**src/rtl/hdlc_tx_pkg.sv**
```systemverilog
package hdlc_tx_pkg;
  localparam logic [7:0]  FLAG_BYTE   = 8'h7E;
  localparam logic [7:0]  SYNC_BYTE   = 8'hFF;
  localparam logic [2:0]  RAW_CODE    = 3'b111;
  localparam logic [15:0] CRC_POLY_RF = 16'h8408;
  localparam logic [15:0] CRC_PRESET  = 16'hFFFF;

  typedef enum logic [2:0] {
    SEG_IDLE,
    SEG_OPEN,
    SEG_DATA,
    SEG_CRC,
    SEG_CLOSE,
    SEG_ABORT,
    SEG_SYNC,
    SEG_RAW
  } seg_e;
endpackage

```
**src/rtl/hdlc_crc_serial.sv**
```systemverilog
module hdlc_crc_serial #(
  parameter int          CRC_W = 16,
  parameter logic [CRC_W-1:0] POLY  = 16'h8408,
  parameter logic [CRC_W-1:0] INIT  = 16'hFFFF
) (
  input  logic             clk,
  input  logic             rst_n,
  input  logic             restart,
  input  logic             shift_en,
  input  logic             din,
  output logic [CRC_W-1:0] crc_next
);
  logic [CRC_W-1:0] crc_q;
  logic             fb;

  // reflected update: one data bit per clock, low bit first
  always_comb begin
    fb       = crc_q[0] ^ din;
    crc_next = (crc_q >> 1) ^ (fb ? POLY : '0);
  end

  always_ff @(posedge clk) begin
    if (!rst_n)        crc_q <= INIT;
    else if (restart)  crc_q <= INIT;
    else if (shift_en) crc_q <= crc_next;
  end
endmodule

```
**src/rtl/hdlc_zero_stuffer.sv**
```systemverilog
module hdlc_zero_stuffer #(
  parameter int RUN = 5
) (
  input  logic clk,
  input  logic rst_n,
  input  logic restart,
  input  logic bit_sent,
  input  logic bit_val,
  input  logic countable,
  output logic insert
);
  localparam int OW = $clog2(RUN + 1);
  logic [OW-1:0] ones_q;

  assign insert = (ones_q == OW'(RUN));

  always_ff @(posedge clk) begin
    if (!rst_n)        ones_q <= '0;
    else if (restart)  ones_q <= '0;
    else if (insert)   ones_q <= '0;
    else if (bit_sent) ones_q <= (countable && bit_val) ? ones_q + 1'b1 : '0;
  end
endmodule

```
**src/rtl/hdlc_frame_tx.sv**
```systemverilog
module hdlc_frame_tx
  import hdlc_tx_pkg::*;
#(
  parameter int BYTE_W    = 8,
  parameter int CRC_W     = 16,
  parameter int STUFF_RUN = 5,
  parameter int ABORT_LEN = 8
) (
  input  logic              clk,
  input  logic              rst_n,
  input  logic [2:0]        mode_code,
  input  logic              raw_en,
  input  logic              crc_bypass,
  input  logic              send_cmd,
  input  logic              blk_clear,
  input  logic [BYTE_W-1:0] src_data,
  input  logic              src_valid,
  output logic              src_ready,
  input  logic              src_last,
  output logic              tx_bit,
  output logic              pool_irq,
  output logic              under_irq
);
  localparam int SH_W  = (CRC_W > BYTE_W) ? CRC_W : BYTE_W;
  localparam int CNT_W = $clog2(SH_W + 1);

  seg_e             seg_q, seg_d;
  logic [SH_W-1:0]  sh_q, sh_d;
  logic [CNT_W-1:0] cnt_q, cnt_d;
  logic             last_q, raw_q, byp_q, blocked_q;
  logic             tx_q, pool_q, under_q;

  logic             busy_w, insert_w, emit_w, seg_end_w, stuffable_w;
  logic             need_byte_w, take_w, starve_w, start_w, raw_sel_w, lone_raw_w;
  logic [CRC_W-1:0] crc_next_w;

  assign raw_sel_w   = (mode_code == RAW_CODE) && raw_en;
  assign busy_w      = (seg_q != SEG_IDLE);
  assign start_w     = !busy_w && send_cmd && !blocked_q;
  assign emit_w      = busy_w && !insert_w;
  assign seg_end_w   = emit_w && (cnt_q == CNT_W'(1));
  assign stuffable_w = (seg_q == SEG_DATA) || (seg_q == SEG_CRC);

  always_comb begin
    need_byte_w = 1'b0;
    if (seg_end_w) begin
      unique case (seg_q)
        SEG_OPEN, SEG_SYNC: need_byte_w = 1'b1;
        SEG_DATA, SEG_RAW:  need_byte_w = !last_q;
        default:            need_byte_w = 1'b0;
      endcase
    end
  end

  assign src_ready  = need_byte_w;
  assign take_w     = need_byte_w && src_valid;
  assign starve_w   = need_byte_w && !src_valid;
  assign lone_raw_w = take_w && src_last && raw_q && (seg_q == SEG_SYNC);

  hdlc_crc_serial #(
    .CRC_W (CRC_W),
    .POLY  (CRC_W'(CRC_POLY_RF)),
    .INIT  (CRC_W'(CRC_PRESET))
  ) crc_i (
    .clk      (clk),
    .rst_n    (rst_n),
    .restart  (start_w),
    .shift_en (emit_w && (seg_q == SEG_DATA)),
    .din      (sh_q[0]),
    .crc_next (crc_next_w)
  );

  hdlc_zero_stuffer #(.RUN(STUFF_RUN)) stuff_i (
    .clk       (clk),
    .rst_n     (rst_n),
    .restart   (start_w),
    .bit_sent  (emit_w),
    .bit_val   (sh_q[0]),
    .countable (stuffable_w),
    .insert    (insert_w)
  );

  // segment sequencing
  always_comb begin
    seg_d = seg_q;
    sh_d  = sh_q;
    cnt_d = cnt_q;
    if (start_w) begin
      seg_d = raw_sel_w ? SEG_SYNC : SEG_OPEN;
      sh_d  = SH_W'(raw_sel_w ? SYNC_BYTE : FLAG_BYTE);
      cnt_d = CNT_W'(BYTE_W);
    end else if (emit_w) begin
      sh_d  = sh_q >> 1;
      cnt_d = cnt_q - 1'b1;
      if (seg_end_w) begin
        unique case (seg_q)
          SEG_OPEN, SEG_SYNC, SEG_DATA, SEG_RAW: begin
            if ((seg_q == SEG_DATA) && last_q) begin
              if (byp_q) begin
                seg_d = SEG_CLOSE;
                sh_d  = SH_W'(FLAG_BYTE);
                cnt_d = CNT_W'(BYTE_W);
              end else begin
                seg_d = SEG_CRC;
                sh_d  = SH_W'(~crc_next_w);
                cnt_d = CNT_W'(CRC_W);
              end
            end else if ((seg_q == SEG_RAW) && last_q) begin
              seg_d = SEG_IDLE;
            end else if (take_w) begin
              seg_d = raw_q ? SEG_RAW : SEG_DATA;
              sh_d  = SH_W'(src_data);
              cnt_d = CNT_W'(BYTE_W);
            end else if (raw_q) begin
              seg_d = SEG_IDLE;
            end else begin
              seg_d = SEG_ABORT;
              sh_d  = {SH_W{1'b1}};
              cnt_d = CNT_W'(ABORT_LEN);
            end
          end
          SEG_CRC: begin
            seg_d = SEG_CLOSE;
            sh_d  = SH_W'(FLAG_BYTE);
            cnt_d = CNT_W'(BYTE_W);
          end
          default: seg_d = SEG_IDLE;
        endcase
      end
    end
  end

  always_ff @(posedge clk) begin
    if (!rst_n) begin
      seg_q     <= SEG_IDLE;
      sh_q      <= '0;
      cnt_q     <= '0;
      last_q    <= 1'b0;
      raw_q     <= 1'b0;
      byp_q     <= 1'b0;
      blocked_q <= 1'b0;
      tx_q      <= 1'b1;
      pool_q    <= 1'b0;
      under_q   <= 1'b0;
    end else begin
      seg_q   <= seg_d;
      sh_q    <= sh_d;
      cnt_q   <= cnt_d;
      tx_q    <= busy_w ? (insert_w ? 1'b0 : sh_q[0]) : 1'b1;
      pool_q  <= take_w && src_last;
      under_q <= starve_w || lone_raw_w;
      if (start_w) begin
        last_q <= 1'b0;
        raw_q  <= raw_sel_w;
        byp_q  <= crc_bypass;
      end else if (take_w) begin
        last_q <= src_last;
      end
      if (lone_raw_w)     blocked_q <= 1'b1;
      else if (blk_clear) blocked_q <= 1'b0;
    end
  end

  assign tx_bit    = tx_q;
  assign pool_irq  = pool_q;
  assign under_irq = under_q;
endmodule

```
**config.mk**
```make
export PLATFORM = sky130hd
export DESIGN_NAME = hdlc_frame_tx
export DESIGN_NICKNAME = d
export VERILOG_FILES = /design/src/rtl/hdlc_tx_pkg.sv /design/src/rtl/hdlc_crc_serial.sv /design/src/rtl/hdlc_zero_stuffer.sv /design/src/rtl/hdlc_frame_tx.sv
export SDC_FILE = /design/constraint.sdc
export NUM_CORES = 1
export LEC_CHECK = 0
export BUFFER_PORTS_ARGS = -buffer_cell sky130_fd_sc_hd__buf_2
export CAP_MARGIN = 5
export CORE_MARGIN = 8
export CORE_UTILIZATION = 30
export DETAILED_ROUTE_END_ITERATION = 8
export GPL_ROUTABILITY_DRIVEN = 0
export PLACE_DENSITY_LB_ADDON = 0.2
export SLEW_MARGIN = 40
export SYNTH_ARGS = -nofsm -noshare
export SYNTH_HDL_FRONTEND = slang
export SYNTH_SLANG_ARGS = --single-unit
export TNS_END_PERCENT = 5
```
**constraint.sdc**
```tcl
create_clock -name clk -period 2.9 [get_ports clk]
set_input_delay 0.58 -clock clk [delete_from_list [all_inputs] [get_ports clk]]
set_output_delay 0.58 -clock clk [all_outputs]
set_load 0.05 [all_outputs]
```
; ---- Word level (Yosys, flattened, before mapping)
; Index checks and enable logic that the tools add are counted.
[word_totals]
reg_bits = 50
inputBits = 19
out_inout_bits = 4
wordCells = 96
[op_classes]
addsub = 2
n_eq_ne = 8
muxes = 37
n_bitwise = 4
n_reduce_logical = 32
[ops]
columns = cell, n
row1 = 16-bit 2-to-1 mux, 9
row2 = 3-bit 2-to-1 mux, 11
row3 = 16-bit one-hot mux with 2 select lines, 1
row4 = 5-bit 2-to-1 mux, 6
row5 = 16-bit inverter, 1
row6 = 15-bit by 16-bit bitwise XOR with 16-bit output, 1
row7 = 1-bit logical AND, 14
row8 = 3-bit equality test (second input constant), 4
row9 = 5-bit one-hot mux with 2 select lines, 1
row10 = 4-bit 2-to-1 mux, 2
row11 = 8-bit 2-to-1 mux, 1
row12 = 3-bit by 2-bit equality test with 1-bit output (second input constant), 2
row13 = 3-bit one-hot mux with 2 select lines, 1
row14 = 2-bit nonzero test, 3
row15 = 2-bit OR reduction, 3
row16 = 5-bit by 1-bit equality test with 1-bit output (second input constant), 1
row17 = 1-bit zero test, 5
row18 = 5-bit by 1-bit subtractor with 5-bit output (second input constant), 1
row19 = 1-bit 2-to-1 mux, 4
row20 = 2-bit AND reduction, 2
row21 = 4-bit OR reduction, 1
row22 = 3-bit by 1-bit adder with 3-bit output (second input constant), 1
row23 = 3-bit by 1-bit equality test with 1-bit output (second input constant), 1
row24 = 3-bit nonzero test, 1
row25 = other kinds (5), 6

; ---- Logic depth before layout (Yosys ltp)
[logic_depth]
ltp_word = 13
mapped_depth = 13

; ---- Modules after synthesis
; From an unflattened synthesis, not the netlist that was laid out.
[unflattened]
cells_unflattened = 391
area_unflattened_um2 = 3205.6
[modules_own_cells]
columns = module, instances, cells_each, area_per_inst_um2, seq_area_each_um2
row1 = hdlc_frame_tx, 1, 299, 2272.2, 620.6
row2 = hdlc_crc_serial, 1, 74, 747.0, 320.3
row3 = hdlc_zero_stuffer, 1, 18, 186.4, 60.1

; ---- Least setup slack after synthesis
; OpenSTA, ideal clock, no wires.
[synth_timing]
path_kind = reg2reg
from = register cnt_q[1]
to = register seg_q[2]
t_arrival_ns = 2.540
t_required_ns = 2.809
slack_ns = 0.269
stages_incl_launch_ff = 14
path_buffers = 2
path_cell_list = dfxtp_1 inv_1 ha_1 nor4b_4 nand3_2 or4b_1 buf_2 buf_6 ha_1 inv_1 o21ai_0 a21oi_1 a31oi_1 a311oi_1
[synth_via]
elab_chain_cells = 11
word_cells_on_any_way = 13
[synth_lines]
columns = item, line
row1 = "start, declared", hdlc_frame_tx.sv:29  ; logic [CNT_W-1:0] cnt_q, cnt_d;
row2 = "start signal, assigned", hdlc_frame_tx.sv:148  ; cnt_q <= cnt_d;
row3 = 5-bit by 1-bit equality test with 1-bit output *, hdlc_frame_tx.sv:41  ; assign seg_end_w = emit_w && (cnt_q == CNT_W'(1));
row4 = 1-bit logical AND *, hdlc_frame_tx.sv:41
row5 = 1-bit 2-to-1 mux, hdlc_frame_tx.sv:46  ; if (seg_end_w) begin
row6 = 1-bit logical AND, hdlc_frame_tx.sv:56  ; assign take_w = need_byte_w && src_valid;
row7 = 3-bit 2-to-1 mux, hdlc_frame_tx.sv:110  ; end else if (take_w) begin
row8 = 3-bit 2-to-1 mux, hdlc_frame_tx.sv:108  ; end else if ((seg_q == SEG_RAW) && last_q) begin
row9 = 3-bit 2-to-1 mux, hdlc_frame_tx.sv:98  ; if ((seg_q == SEG_DATA) && last_q) begin
row10 = 3-bit one-hot mux with 2 select lines, hdlc_frame_tx.sv:96  ; unique case (seg_q)
row11 = 3-bit 2-to-1 mux, hdlc_frame_tx.sv:95  ; if (seg_end_w) begin
row12 = 3-bit 2-to-1 mux, hdlc_frame_tx.sv:92  ; end else if (emit_w) begin
row13 = 3-bit 2-to-1 mux, hdlc_frame_tx.sv:88  ; if (start_w) begin
row14 = "end signal, assigned", hdlc_frame_tx.sv:146  ; seg_q <= seg_d;
row15 = "end, declared", hdlc_frame_tx.sv:27  ; seg_e seg_q, seg_d;
; Mark *: on every way between the ends. The rest lies on a longest branch, timed or not. The select of a mux whose other input is x is not followed.
; A chain may end at the register's enable or synchronous reset.

; ---- Final worst setup path
; Same ends and word-level chain as after synthesis.

==> metrics.json <==
{
  "max-cap-violations": 0,
  "finalWirelength_um": 7860,
  "busiest_layer": "met2",
  "design.die.area_sq_mm": 0.0119,
  "initialDrtViolationCount": 149,
  "diodes_inserted": 0,
  "power-per-cell-area_mw_per_mm2": 1070,
  "arrival_time_at_the_worst_endpoint_ns": 2.84,
  "syn_area_sq_mm": 0.00261,
  "track_usage": 0.138,
  "row_count": 34,
  "io-pin-count": 23,
  "utilization": 0.350,
  "crit_required_ns": 3.12,
  "port_buffer_cells": 22,
  "leakage_power_of_the_design_nw": 1.21,
  "timing.critical_path.to_type": "flip-flop",
  "multiInputGateArea_sq_mm": 0.00151,
  "cts_tree": "built",
  "hold_fix_buffer_count_after_cts": 0,
  "fin_crit_ns": 2.62,
  "grt_overflow": 0,
  "core_area_sq_mm": 0.00859,
  "number_of_buffers_and_inverters_on_the_critical_path": 2,
  "largest_net_degree_at_the_start_of_global_routing": 20,
  "finalHoldWorstSlack_ns": 0.466,
  "post-route-drc-count": 0,
  "cts.htree.levels": 2,
  "wl_per_cell_um": 16.8,
  "critical_path.cell_chain": "inv_1, ha_1, nor4b_4, nand3_2, or4b_1, ha_1, inv_1, o21ai_0, a21oi_1, a31oi_1, a311oi_1",
  "nFillCells": 914,
  "vias_in_the_first_global_route": 2369,
  "critical-path-slowest-cell": "or4b_1",
  "root_buffer": "clkbuf_8",
  "antenna_found_initial": 0,
  "vdd_drop_max_mv": 0.267,
  "setup_tns_ns": 0,
  "clock_path_buffers": 2,
  "fp.dieW_um": 109,
  "gr-usage-met2": 0.213,
  "skew_ns": 0.0139,
  "part_of_the_yosys_area_used_for_sequential_elements": 0.384,
  "instance_count_of_the_mapped_netlist": 333,
  "seqCellArea_sq_mm": 0.00100,
  "drive_above_1_share": 0.139,
  "maxClockFrequency_mhz": 382,
  "final_setup_fails": 0,
  "clkSinkCount": 50,
  "slew_headroom": 0.543,
  "finalNetCount": 384,
  "grt_first_pass_wirelength_um": 12900,
  "ys_warn_count": 0,
  "total_cts_buffers": 5,
  "grt_util_met3": 0.0254,
  "synth_edf_count": 0,
  "syn_nets": 357,
  "cts.reportedPaths.clkPinSlew_ns": 0.11,
  "met1_demand_to_capacity_share_in_global_routing": 0.192,
  "postSynthAreaPerCell_sq_um": 7.83,
  "vias_per_cell": 5.45,
  "critical-path-top-delay-family": "simple AND/OR/NAND/NOR gates",
  "hold_viol_final": 0,
  "grt_setup_unrepaired": "false",
  "outcome": "finished, final reports clean",
  "ys.flop_type": "dfxtp_1",
  "vias": 2555,
  "post-cts-setup-buffers": 0,
  "critPathKind": "flip-flop to flip-flop",
  "holdCritPathClass": "flip-flop to flip-flop",
  "final_min_period_over_clock_period": 0.902,
  "crit_fanout": 5,
  "insertion_delay_ns": 0.32,
  "initial_utilization": 0.304,
  "report.final.slew_viol_count": 0,
  "post_cts.resized_instances": 0,
  "yosys_register_bits": 50,
  "drt_first_pass_iters": 4,
  "critical-path-max-stage-delay_ns": 0.52,
  "die_height_um": 109,
  "drtAntennaViolNets": 0,
  "startpoint_type_of_the_worst_setup_path": "flip-flop",
  "worst-slew-pin-transition_ns": 0.685,
  "area_growth_pct": 15.3,
  "number_of_distinct_standard_cells_referenced_by_the_synthesized_netlist": 53,
  "synthArstFlopShare": 0,
  "post_dp_hpwl_um": 5630
}
[layout by cell type (no fill, tap or decap), drive strengths merged, types with 4 or more instances in the layout]
cell type,instances
nand2,64
clkbuf,5
o21a,4
inv,9
ha,5
nor3,5
a21oi,32
o22ai,8
nand3,21
a221o,6
dfxtp,50
o21ai,20
and3,7
a32oi,4
a211oi,5
buf,36
nor2,22
a31oi,4
[cells by family after synthesis]
kind of cell | after synthesis | share of synthesized area
DFF | 50 | 0.384
adders and majority gates | 5 | 0.0240
xor gates and xnor gates | 6 | 0.0201
AOI/OAI and AO/OA | 104 | 0.266
muxes | 2 | 0.00767
and+or+nand+nor | 141 | 0.258
buffers and inverters | 25 | 0.0408
[final timing paths]
path	slack (ns)	depth (start not counted)	to	from
max reg2reg	0.28	11	seg_q[2]	cnt_q[1]
min	0.47	2	sh_q[11]	sh_q[12]
max	0.28	11	seg_q[2]	cnt_q[1]
min reg2reg	0.47	2	sh_q[11]	sh_q[12]
[stage by stage]
stage	setup WS (ns)	total power, mW	area [sq um]	instances
after global placement	0.403	2.71	2890	461
final	0.284	3.21	3010	469
after global routing	0.0624	3.51	3010	469
after detailed placement	0.311	2.71	2890	461
after CTS	0.272	3.24	3010	469
after floorplan	0.269	2.24	2610	333
[power breakdown]
group | internal (mW) | switching (mW)
sequential | 0.887 | 0.155
combinational | 0.592 | 1.05
clock | 0.262 | 0.263
[layer usage]
metal	part of all wire	wire (um)	up-vias
li1	-	-	1277
met1	0.48	3780	1207
met2	0.46	3600	65
met3	0.053	418	6
met4	0.0075	59	0
met5	0	0	-
[cells in the mapped netlist, types with 2 or more instances]
cell type / n / share of area
nand4_1: 2 / 0.0048
dfxtp_1: 50 / 0.38
clkbuf_1: 11 / 0.016
o21ai_0: 19 / 0.036
nand3b_1: 3 / 0.0086
o211ai_1: 2 / 0.0058
nor3_1: 5 / 0.0096
a2bb2oi_1: 3 / 0.010
xnor2_1: 3 / 0.010
o22ai_1: 8 / 0.019
nor4_1: 2 / 0.0048
nor2b_1: 2 / 0.0048
nand3_1: 20 / 0.038
a311oi_1: 2 / 0.0067
a31oi_1: 4 / 0.0096
mux2i_1: 2 / 0.0077
and2_1: 3 / 0.0072
nand2b_1: 3 / 0.0072
and3_1: 7 / 0.017
inv_1: 8 / 0.012
a22oi_1: 2 / 0.0058
a21oi_1: 32 / 0.061
o21a_1: 4 / 0.012
xor2_1: 3 / 0.010
a211oi_1: 5 / 0.014
ha_1: 5 / 0.024
nand2_1: 64 / 0.092
buf_2: 4 / 0.0077
a41oi_1: 2 / 0.0067
a221o_1: 6 / 0.023
nor2_1: 22 / 0.032
a32oi_1: 4 / 0.013
[state kept, by name, summed over array words and instances (netlist names), 3 cells and up]
name,flops
crc_i.crc_q,16
sh_q,16
cnt_q,5
seg_q,3
stuff_i.ones_q,3
[cell type report]
cell class                      instances  area share
Inverter                                9      0.0112
Clock buffer                            5      0.0229
Tap cell                              108      0.0449
Clock inverter                          3      0.0158
Sequential cell                        50       0.333
Multi-Input combinational cell        258       0.501
Timing Repair Buffer                   36      0.0716
[worst reg2reg max path: stages (launching register included)]
cell      delay (ns)
dfxtp_1         0.34
inv_1           0.08
ha_1            0.17
nor4b_4         0.31
nand3_2         0.17
or4b_1          0.52
ha_1            0.31
inv_1           0.09
o21ai_0         0.08
a21oi_1         0.16
a31oi_1         0.05
a311oi_1        0.26
(Power assumes the default switching activity.)
